<file path="src/rtl/pf_burst_pkg.sv">
// Shared encodings for the prefetch burst sequencer.
// Assumes: command op codes are decoded by the DRAM command path.
package pf_burst_pkg;

    typedef enum logic [1:0] {
        OP_NOP = 2'b00,
        OP_ACT = 2'b01,
        OP_RD  = 2'b10
    } cmd_op_e;

    typedef enum logic [1:0] {
        ST_IDLE,
        ST_ACT,
        ST_RD,
        ST_PARK
    } seq_state_e;

endpackage

</file>
<file path="src/rtl/pf_req_clamp.sv">
// Clamps a requested line count into the range 1..CAP.
// Assumes: CAP fits in CNT_W bits and is at least 1.
module pf_req_clamp #(
    parameter int CNT_W = 3,
    parameter int CAP   = 4
) (
    input  logic [CNT_W-1:0] raw_cnt,
    output logic [CNT_W-1:0] eff_cnt
);
    localparam logic [CNT_W-1:0] CAP_V = CNT_W'(CAP);
    localparam logic [CNT_W-1:0] ONE_V = CNT_W'(1);

    // Pick one line for zero, the cap for oversize, else the count itself.
    always_comb begin
        if (raw_cnt == '0)
            eff_cnt = ONE_V;
        else if (raw_cnt > CAP_V)
            eff_cnt = CAP_V;
        else
            eff_cnt = raw_cnt;
    end
endmodule

</file>
<file path="src/rtl/pf_run_state.sv">
// Holds the address and remaining count of the run being served.
// Assumes: load and step never coincide; step is one accepted read.
// The low LINE_BITS column bits advance modulo 2^LINE_BITS, upper bits stay.
module pf_run_state #(
    parameter int BANK_W    = 3,
    parameter int ROW_W     = 14,
    parameter int COL_W     = 7,
    parameter int LINE_BITS = 2,
    parameter int CNT_W     = 3
) (
    input  logic              clk,
    input  logic              rst_n,
    input  logic              load,
    input  logic              step,
    input  logic [BANK_W-1:0] ld_bank,
    input  logic [ROW_W-1:0]  ld_row,
    input  logic [COL_W-1:0]  ld_col,
    input  logic [CNT_W-1:0]  ld_cnt,
    output logic [BANK_W-1:0] run_bank,
    output logic [ROW_W-1:0]  run_row,
    output logic [COL_W-1:0]  cur_col,
    output logic              last_line,
    output logic              next_last
);
    logic [BANK_W-1:0] bank_q;
    logic [ROW_W-1:0]  row_q;
    logic [COL_W-1:0]  col_q;
    logic [COL_W-1:0]  col_step;
    logic [CNT_W-1:0]  rem_q;

    // Column of the following line: wrap inside the line group.
    generate
        if (COL_W > LINE_BITS) begin : g_split
            always_comb
                col_step = {col_q[COL_W-1:LINE_BITS],
                            col_q[LINE_BITS-1:0] + LINE_BITS'(1)};
        end else begin : g_flat
            always_comb col_step = col_q + COL_W'(1);
        end
    endgenerate

    // Capture the run on load, advance one line per accepted read.
    always_ff @(posedge clk) begin
        if (!rst_n) begin
            bank_q <= '0;
            row_q  <= '0;
            col_q  <= '0;
            rem_q  <= '0;
        end else if (load) begin
            bank_q <= ld_bank;
            row_q  <= ld_row;
            col_q  <= ld_col;
            rem_q  <= ld_cnt;
        end else if (step) begin
            col_q <= col_step;
            rem_q <= rem_q - CNT_W'(1);
        end
    end

    assign run_bank  = bank_q;
    assign run_row   = row_q;
    assign cur_col   = col_q;
    assign last_line = (rem_q == CNT_W'(1));
    assign next_last = (rem_q == CNT_W'(2));
endmodule

</file>
<file path="src/rtl/pf_cmd_issue.sv">
// Command state machine: activate, reads, park on yield, re-activate.
// Assumes: yield_i is sampled on the edge that accepts the preceding
// command; the auto-precharge flag is registered so it holds while stalled.
module pf_cmd_issue
    import pf_burst_pkg::*;
(
    input  logic    clk,
    input  logic    rst_n,
    input  logic    req_valid,
    input  logic    yield_i,
    input  logic    cmd_ready,
    input  logic    last_line,
    input  logic    next_last,
    output logic    accept,
    output logic    step,
    output logic    cmd_valid,
    output cmd_op_e op,
    output logic    autopre,
    output logic    busy,
    output logic    req_ready
);
    seq_state_e state_q;
    logic       ap_q;
    logic       fire;

    // Handshake decode from the current state.
    always_comb begin
        req_ready = (state_q == ST_IDLE);
        accept    = req_valid && req_ready;
        cmd_valid = (state_q == ST_ACT) || (state_q == ST_RD);
        fire      = cmd_valid && cmd_ready;
        step      = fire && (state_q == ST_RD);
        busy      = (state_q != ST_IDLE);
        autopre   = (state_q == ST_RD) && ap_q;
        case (state_q)
            ST_ACT:  op = OP_ACT;
            ST_RD:   op = OP_RD;
            default: op = OP_NOP;
        endcase
    end

    // Sequence the run and decide the auto-precharge flag of each read.
    always_ff @(posedge clk) begin
        if (!rst_n) begin
            state_q <= ST_IDLE;
            ap_q    <= 1'b0;
        end else begin
            case (state_q)
                ST_IDLE: begin
                    ap_q <= 1'b0;
                    if (accept) state_q <= ST_ACT;
                end
                ST_ACT: begin
                    if (cmd_ready) begin
                        state_q <= ST_RD;
                        ap_q    <= last_line || yield_i;
                    end
                end
                ST_RD: begin
                    if (cmd_ready) begin
                        if (ap_q) begin
                            state_q <= last_line ? ST_IDLE : ST_PARK;
                            ap_q    <= 1'b0;
                        end else begin
                            ap_q <= next_last || yield_i;
                        end
                    end
                end
                default: begin
                    if (!yield_i) state_q <= ST_ACT;
                end
            endcase
        end
    end
endmodule

</file>
<file path="src/rtl/pf_burst_seq.sv">
// Top of the prefetch burst sequencer: clamps the request, tracks the run
// and issues activate / read commands with auto-precharge on the closing read.
// Assumes: CAP <= 2**LINE_BITS and CAP < 2**CNT_W.
module pf_burst_seq
    import pf_burst_pkg::*;
#(
    parameter int BANK_W    = 3,
    parameter int ROW_W     = 14,
    parameter int COL_W     = 7,
    parameter int LINE_BITS = 2,
    parameter int CAP       = 4,
    parameter int CNT_W     = 3
) (
    input  logic              clk,
    input  logic              rst_n,
    input  logic              req_valid,
    output logic              req_ready,
    input  logic [BANK_W-1:0] req_bank,
    input  logic [ROW_W-1:0]  req_row,
    input  logic [COL_W-1:0]  req_col,
    input  logic [CNT_W-1:0]  req_count,
    input  logic              yield_req,
    output logic              cmd_valid,
    input  logic              cmd_ready,
    output logic [1:0]        cmd_op,
    output logic [BANK_W-1:0] cmd_bank,
    output logic [ROW_W-1:0]  cmd_row,
    output logic [COL_W-1:0]  cmd_col,
    output logic              cmd_autopre,
    output logic              busy
);
    logic [CNT_W-1:0] eff_cnt;
    logic             accept;
    logic             step;
    logic             last_line;
    logic             next_last;
    logic [COL_W-1:0] cur_col;
    cmd_op_e          op;

    pf_req_clamp #(.CNT_W(CNT_W), .CAP(CAP)) i_clamp (
        .raw_cnt (req_count),
        .eff_cnt (eff_cnt)
    );

    pf_run_state #(
        .BANK_W(BANK_W), .ROW_W(ROW_W), .COL_W(COL_W),
        .LINE_BITS(LINE_BITS), .CNT_W(CNT_W)
    ) i_run (
        .clk       (clk),
        .rst_n     (rst_n),
        .load      (accept),
        .step      (step),
        .ld_bank   (req_bank),
        .ld_row    (req_row),
        .ld_col    (req_col),
        .ld_cnt    (eff_cnt),
        .run_bank  (cmd_bank),
        .run_row   (cmd_row),
        .cur_col   (cur_col),
        .last_line (last_line),
        .next_last (next_last)
    );

    pf_cmd_issue i_issue (
        .clk       (clk),
        .rst_n     (rst_n),
        .req_valid (req_valid),
        .yield_i   (yield_req),
        .cmd_ready (cmd_ready),
        .last_line (last_line),
        .next_last (next_last),
        .accept    (accept),
        .step      (step),
        .cmd_valid (cmd_valid),
        .op        (op),
        .autopre   (cmd_autopre),
        .busy      (busy),
        .req_ready (req_ready)
    );

    // Present the column only on reads.
    assign cmd_op  = op;
    assign cmd_col = (op == OP_RD) ? cur_col : '0;
endmodule

</file>
<file path="config.mk">
export PLATFORM = sky130hd
export DESIGN_NAME = pf_burst_seq
export DESIGN_NICKNAME = d
export VERILOG_FILES = /design/src/rtl/pf_burst_pkg.sv /design/src/rtl/pf_req_clamp.sv /design/src/rtl/pf_run_state.sv /design/src/rtl/pf_cmd_issue.sv /design/src/rtl/pf_burst_seq.sv
export SDC_FILE = /design/constraint.sdc
export NUM_CORES = 1
export LEC_CHECK = 0
export BUFFER_PORTS_ARGS = -buffer_cell sky130_fd_sc_hd__buf_2
export CAP_MARGIN = 25
export CORE_MARGIN = 5
export CORE_UTILIZATION = 53
export CTS_BUF_LIST = sky130_fd_sc_hd__clkbuf_2 sky130_fd_sc_hd__clkbuf_4 sky130_fd_sc_hd__clkbuf_8
export DETAILED_ROUTE_END_ITERATION = 6
export PLACE_DENSITY_LB_ADDON = 0.3
export SLEW_MARGIN = 40
export SYNTH_ARGS = -nofsm -noshare
export SYNTH_HDL_FRONTEND = slang
export SYNTH_HIERARCHICAL = 1
export SYNTH_SLANG_ARGS = --single-unit
</file>
<file path="constraint.sdc">
create_clock -name clk -period 2.3 [get_ports clk]
set_input_delay 0.115 -clock clk [delete_from_list [all_inputs] [get_ports clk]]
set_output_delay 0.115 -clock clk [all_outputs]
set_load 0.01 [all_outputs]
</file>
# After elaboration in Yosys (flattened, before gate mapping)
# Index checks and enable logic that the tools add are counted.
# word_totals
reg_bits	30
input_bits	32
out_inout_bits	30
elab_cells	53
# op_classes
add_sub_neg	2
n_lt_le_gt_ge	1
eq_ne	10
mux	19
n_reduce_logical	14
# op_table
op	count
$mux 2	7
$mux 7	2
$mux 3	4
$pmux 2 s3	1
$reduce_and 5->1	1
$eq 2x2->1 const B	2
$logic_and 1x1->1	4
$ne 2x1->1 const B	2
$ne 2x2->1 const B	2
$ne 4x2->1 const B	1
$pmux 2 s2	1
$reduce_bool 2->1	2
$eq 3x1->1 const B	1
$eq 3x2->1 const B	1
$gt 3x3->1 const B	1
$logic_not 3->1	1
$logic_or 1x1->1	3
$mux 1	3
$pmux 1 s3	1
$reduce_and 3->1	1
$reduce_bool 3->1	1
$sub 3x1->3 const B	1
$add 2x1->2 const B	1
$eq 2x1->1 const B	1
$logic_not 2->1	1

# Logic depth before layout (Yosys ltp)
# logic_depth
depth_word	6
depth_mapped	7
ltp_nobuf	7

# Cells and area by module
# Netlist, hierarchy kept.
# modules_own_cells
mod	instances	cells_per_inst	area_each_um2
pf_run_state	1	103	1104.8
pf_cmd_issue	1	37	304.0
pf_burst_seq	1	7	61.3
pf_req_clamp	1	4	18.8

# Worst setup path before layout
# Ideal clock, no wire load.
# synth_path
kind	reg-to-reg
startpoint	reg i_issue.state_q[0]
endpoint	reg i_run.col_q[1] (netlist: i_run/cur_col[1])
setup_ns	0.103
arrival_time_ns	1.514
t_required_ns	2.197
setup_slack_ns	0.683
stages_incl_launch_ff	7
synth_period_minus_slack_ns	1.617
cell_sequence	dfxtp_1 -> inv_1 -> ha_1 -> and3_1 -> buf_2 -> and4b_1 -> a2111oi_2
# synth_via
elab_chain_len	5
elab_cells_between_ends	9
# synth_rtl
item	line_no	rtl
from (decl)	pf_cmd_issue.sv:22	seq_state_e state_q;
from (signal assigned)	pf_cmd_issue.sv:62	state_q <= last_line ? ST_IDLE : ST_PARK;
$eq 2x1->1 / $eq 2x2->1 (equally long branches)	pf_cmd_issue.sv:30	cmd_valid = (state_q == ST_ACT) || (state_q == ST_RD);
$logic_or 1x1->1 (*)	pf_cmd_issue.sv:30	
via cmd_valid	pf_burst_seq.sv:23	output logic cmd_valid,
$logic_and 1x1->1 (*)	pf_cmd_issue.sv:31	fire = cmd_valid && cmd_ready;
$logic_and 1x1->1 (*)	pf_cmd_issue.sv:32	step = fire && (state_q == ST_RD);
via step	pf_burst_seq.sv:34	logic step;
$reduce_bool 2->1 (no source line) (*)	n/a	
to (signal assigned)	pf_run_state.sv:52	col_q <= ld_col;
to (signal assigned)	pf_run_state.sv:55	col_q <= col_step;
to (decl)	pf_run_state.sv:27	logic [COL_W-1:0] col_q;
# Mark *: on every way through the listed nets, which the timed path passes. The rest lies on a longest branch. The select of a mux whose other input is x is not followed.
# A chain may end at the register's enable or synchronous reset.

# Final worst setup path
# layout_path
startpoint	reg i_issue.state_q[1]
endpoint	reg i_run.col_q[4] (netlist: i_run/cur_col[4])
# layout_via
elab_chain_len	2
# layout_rtl
item	line_no	rtl
$logic_not 2->1	pf_cmd_issue.sv:28	req_ready = (state_q == ST_IDLE);
$logic_and 1x1->1	pf_cmd_issue.sv:29	accept = req_valid && req_ready;
via accept	pf_burst_seq.sv:33	logic accept;
# The timed path passes the listed nets, and every way through them passes these cells.

==> flow_summary.toml <==
[clocking]
hold_buffers = 0
clockRootBuffer = "clkbuf_4"
cts.clk_slew.worst_paths_ps = 90
cts.repair.resized = 0
clk_latency_ps = 310
cts_buffer_depth = 2
clock_sinks = 30
cts.htree.levels = 2
cts_tree = "built"
cts_setup_buffers = 0
cts_buffers = 5

[drt]
antenna_left = 0
vias = 1243
wl_um = 3230
drc_errors = 0
wl_per_cell_um = 13.2
drt-initial-drc-count = 45
vias_per_cell = 5.07
drt_first_pass_iters = 4

[timing]
timing.final.crit_share_pct = 83.8
fmax_mhz = 519
postLayoutSetupSlackWorst_ps = 373
slew_violations = 0
fin_skew_ps = 4.82
finalHoldViolCount = 0
worst_pin_slew_ps = 784
final.setup.tns_ps = 0
rsz0062_at_grt = "false"
final.min_clock_period_ps = 1930
setup_viol = 0
relSlewSlack_pct = 47.7

[die]
core-area_sq_um = 2730
die_h_um = 63
row_count = 19
die_w_um = 63
start_util_pct = 54.5
dieArea_sq_um = 3970
pin_count = 62

[logic_synthesis]
synthFlopType = "dfxtp_1"
synth.distinct_cells = 33
yosys_warnings = 6
syn_inst = 151
async_reset_ff_share_pct = 0
synth-seq-cells = 30
ys_seq_area_share_pct = 40.3
syn_nets = 192
synth_edf_count = 0
syn_avg_cell_area_sq_um = 9.86
synth_area_sq_um = 1490

[final_layout]
layout_common_cells = "61 x buf_2, 30 x dfxtp_1, 26 x nor2_1, 23 x mux2i_1, 10 x inv_1"
drive_above_1_share_pct = 35.5
syn2layout_area_growth_pct = 24.2
mostFrequentLayoutCell = "buf_2"
nets = 254
diodes = 0

[min_path]
hold_path_depth = 3
min_from = "req_row[1]"
hold_class = "input pin to flip-flop"
hold_end = "i_run/run_row[1]"

[critical_path]
worstSetupPathType = "flip-flop to flip-flop"
worstPathMaxFanout = 20
crit_family = "simple AND/OR/NAND/NOR gates"
r2r_slack_ps = 370
worstReg2RegEnd = "i_run/cur_col[4]"
path_depth = 6
critPathRequiredTime_ps = 2470
cp-end-kind = "flip-flop"
cp-start-kind = "flip-flop"
slowest_stage = "and2_2"
worstPathCellList = "inv_1, ha_1, and2_2, buf_4, mux2i_1, nor2_1"
worst-path-buf-inv = 2
regToRegStartpoint = "i_issue/state_q[1]"
reg2reg_depth = 6
cp.arrival_ps = 2100
critical-path-max-stage-delay_ps = 450

[place]
numPortBuffers = 61
dpl_worst_slack_ps = 360
gp_congestion = 0.830
dp_hpwl_um = 2480

[pwr]
powerDensity_nw_per_um2 = 917
vdd_ir_drop_max_mv = 0.720
p_leak_nw = 0.991

[global_route]
grt_first_pass_wirelength_um = 5320
track_usage_pct = 16.4
grt_max_degree = 26
antenna_found_initial = 0
grt_overflow_total = 0
grt_pass1_vias = 1251

[run]
max-cap-violations = 0

[run_status]
status = "complete, no violations"
## cell usage after synthesis (3+ instances only)
cell type | count | area, sq um
and3b_1 | 7 | 61.3
nor2b_1 | 4 | 25.0
ha_1 | 9 | 113
nand2_1 | 4 | 15.0
and2_1 | 3 | 18.8
inv_1 | 10 | 37.5
dfxtp_1 | 30 | 601
mux2i_1 | 23 | 230
nor2_1 | 26 | 97.6
o21ai_0 | 3 | 15.0
## state kept, by name, indices dropped and copies added (netlist names)
name             cells
i_run/run_row       14
i_run/rem_q          3
i_issue/ap_q         1
i_run/run_bank       3
i_run/cur_col        7
i_issue/state_q      2
## worst max path at each step
stage | end | startpoint
floorplan | i_run/cur_col[1] | i_issue/state_q[0]
global placement | i_run/run_row[5] | i_issue/state_q[0]
detailed placement | i_run/cur_col[4] | i_issue/state_q[1]
CTS | i_run/run_bank[2] | i_issue/state_q[1]
global route | i_run/cur_col[6] | i_issue/state_q[1]
finish | i_run/cur_col[4] | i_issue/state_q[1]
## kinds of logic (layout without fill, tap and decap cells)
| group | after synthesis | after routing | synth area share (%) |
|---|---|---|---|
| AND/OR/NAND/NOR | 52 | 52 | 18.5 |
| flip-flops | 30 | 30 | 40.3 |
| multiplexers | 23 | 23 | 15.5 |
| AO/OA/AOI/OAI | 18 | 18 | 10.7 |
| buffers and inverters | 17 | 80 | 6.30 |
| adder cells (fa/ha/maj) | 9 | 9 | 7.56 |
| XOR/XNOR | 2 | 2 | 1.18 |
## report_power, final
part | internal (W) | switching, W | total (W)
clock network | 0.000160 | 0.000170 | 0.000330
registers | 0.000612 | 0.0000596 | 0.000671
logic | 0.000317 | 0.000378 | 0.000694
## layout make-up
cell class | count | area [sq um]
clock buffers | 7 | 58.8
inverters | 10 | 37.5
clock inverters | 1 | 5.00
well taps | 31 | 38.8
fillers | 230 | 885
repair buffers | 62 | 313
multi-input cells | 104 | 796
flip-flops and latches | 30 | 601
## routing by layer
metal | share of wire [%] | up-vias | routed length, um | track usage (%)
met4 | 0.96 | 0 | 31 | 5.57
met2 | 50 | 38 | 1600 | 27.9
met5 | 0 | - | 0 | 0
li1 | - | 637 | - | -
met3 | 6.9 | 4 | 222 | 7.19
met1 | 43 | 564 | 1370 | 17.9
## tightest hold or removal path: cells and delay by family
kind	cells	cell delay, ps
AND/OR/NAND/NOR	1	70
multiplexers	1	50
buffers and inverters	1	70
## stage by stage
step / cells / utilization, % / area (sq um) / hold slack [ps] / power (W)
2_1_floorplan: 151 / - / 1490 / 248 / 0.00121
3_3_place_gp: 237 / 65.3 / 1790 / 349 / 0.00135
3_5_place_dp: 237 / 65.3 / 1790 / 356 / 0.00138
4_1_cts: 245 / 67.6 / 1850 / 19.8 / 0.00172
5_1_grt: 245 / 67.6 / 1850 / 27.2 / 0.00182
6_report: 245 / 67.6 / 1850 / 30.8 / 0.00170
(Power assumes the default switching activity.)
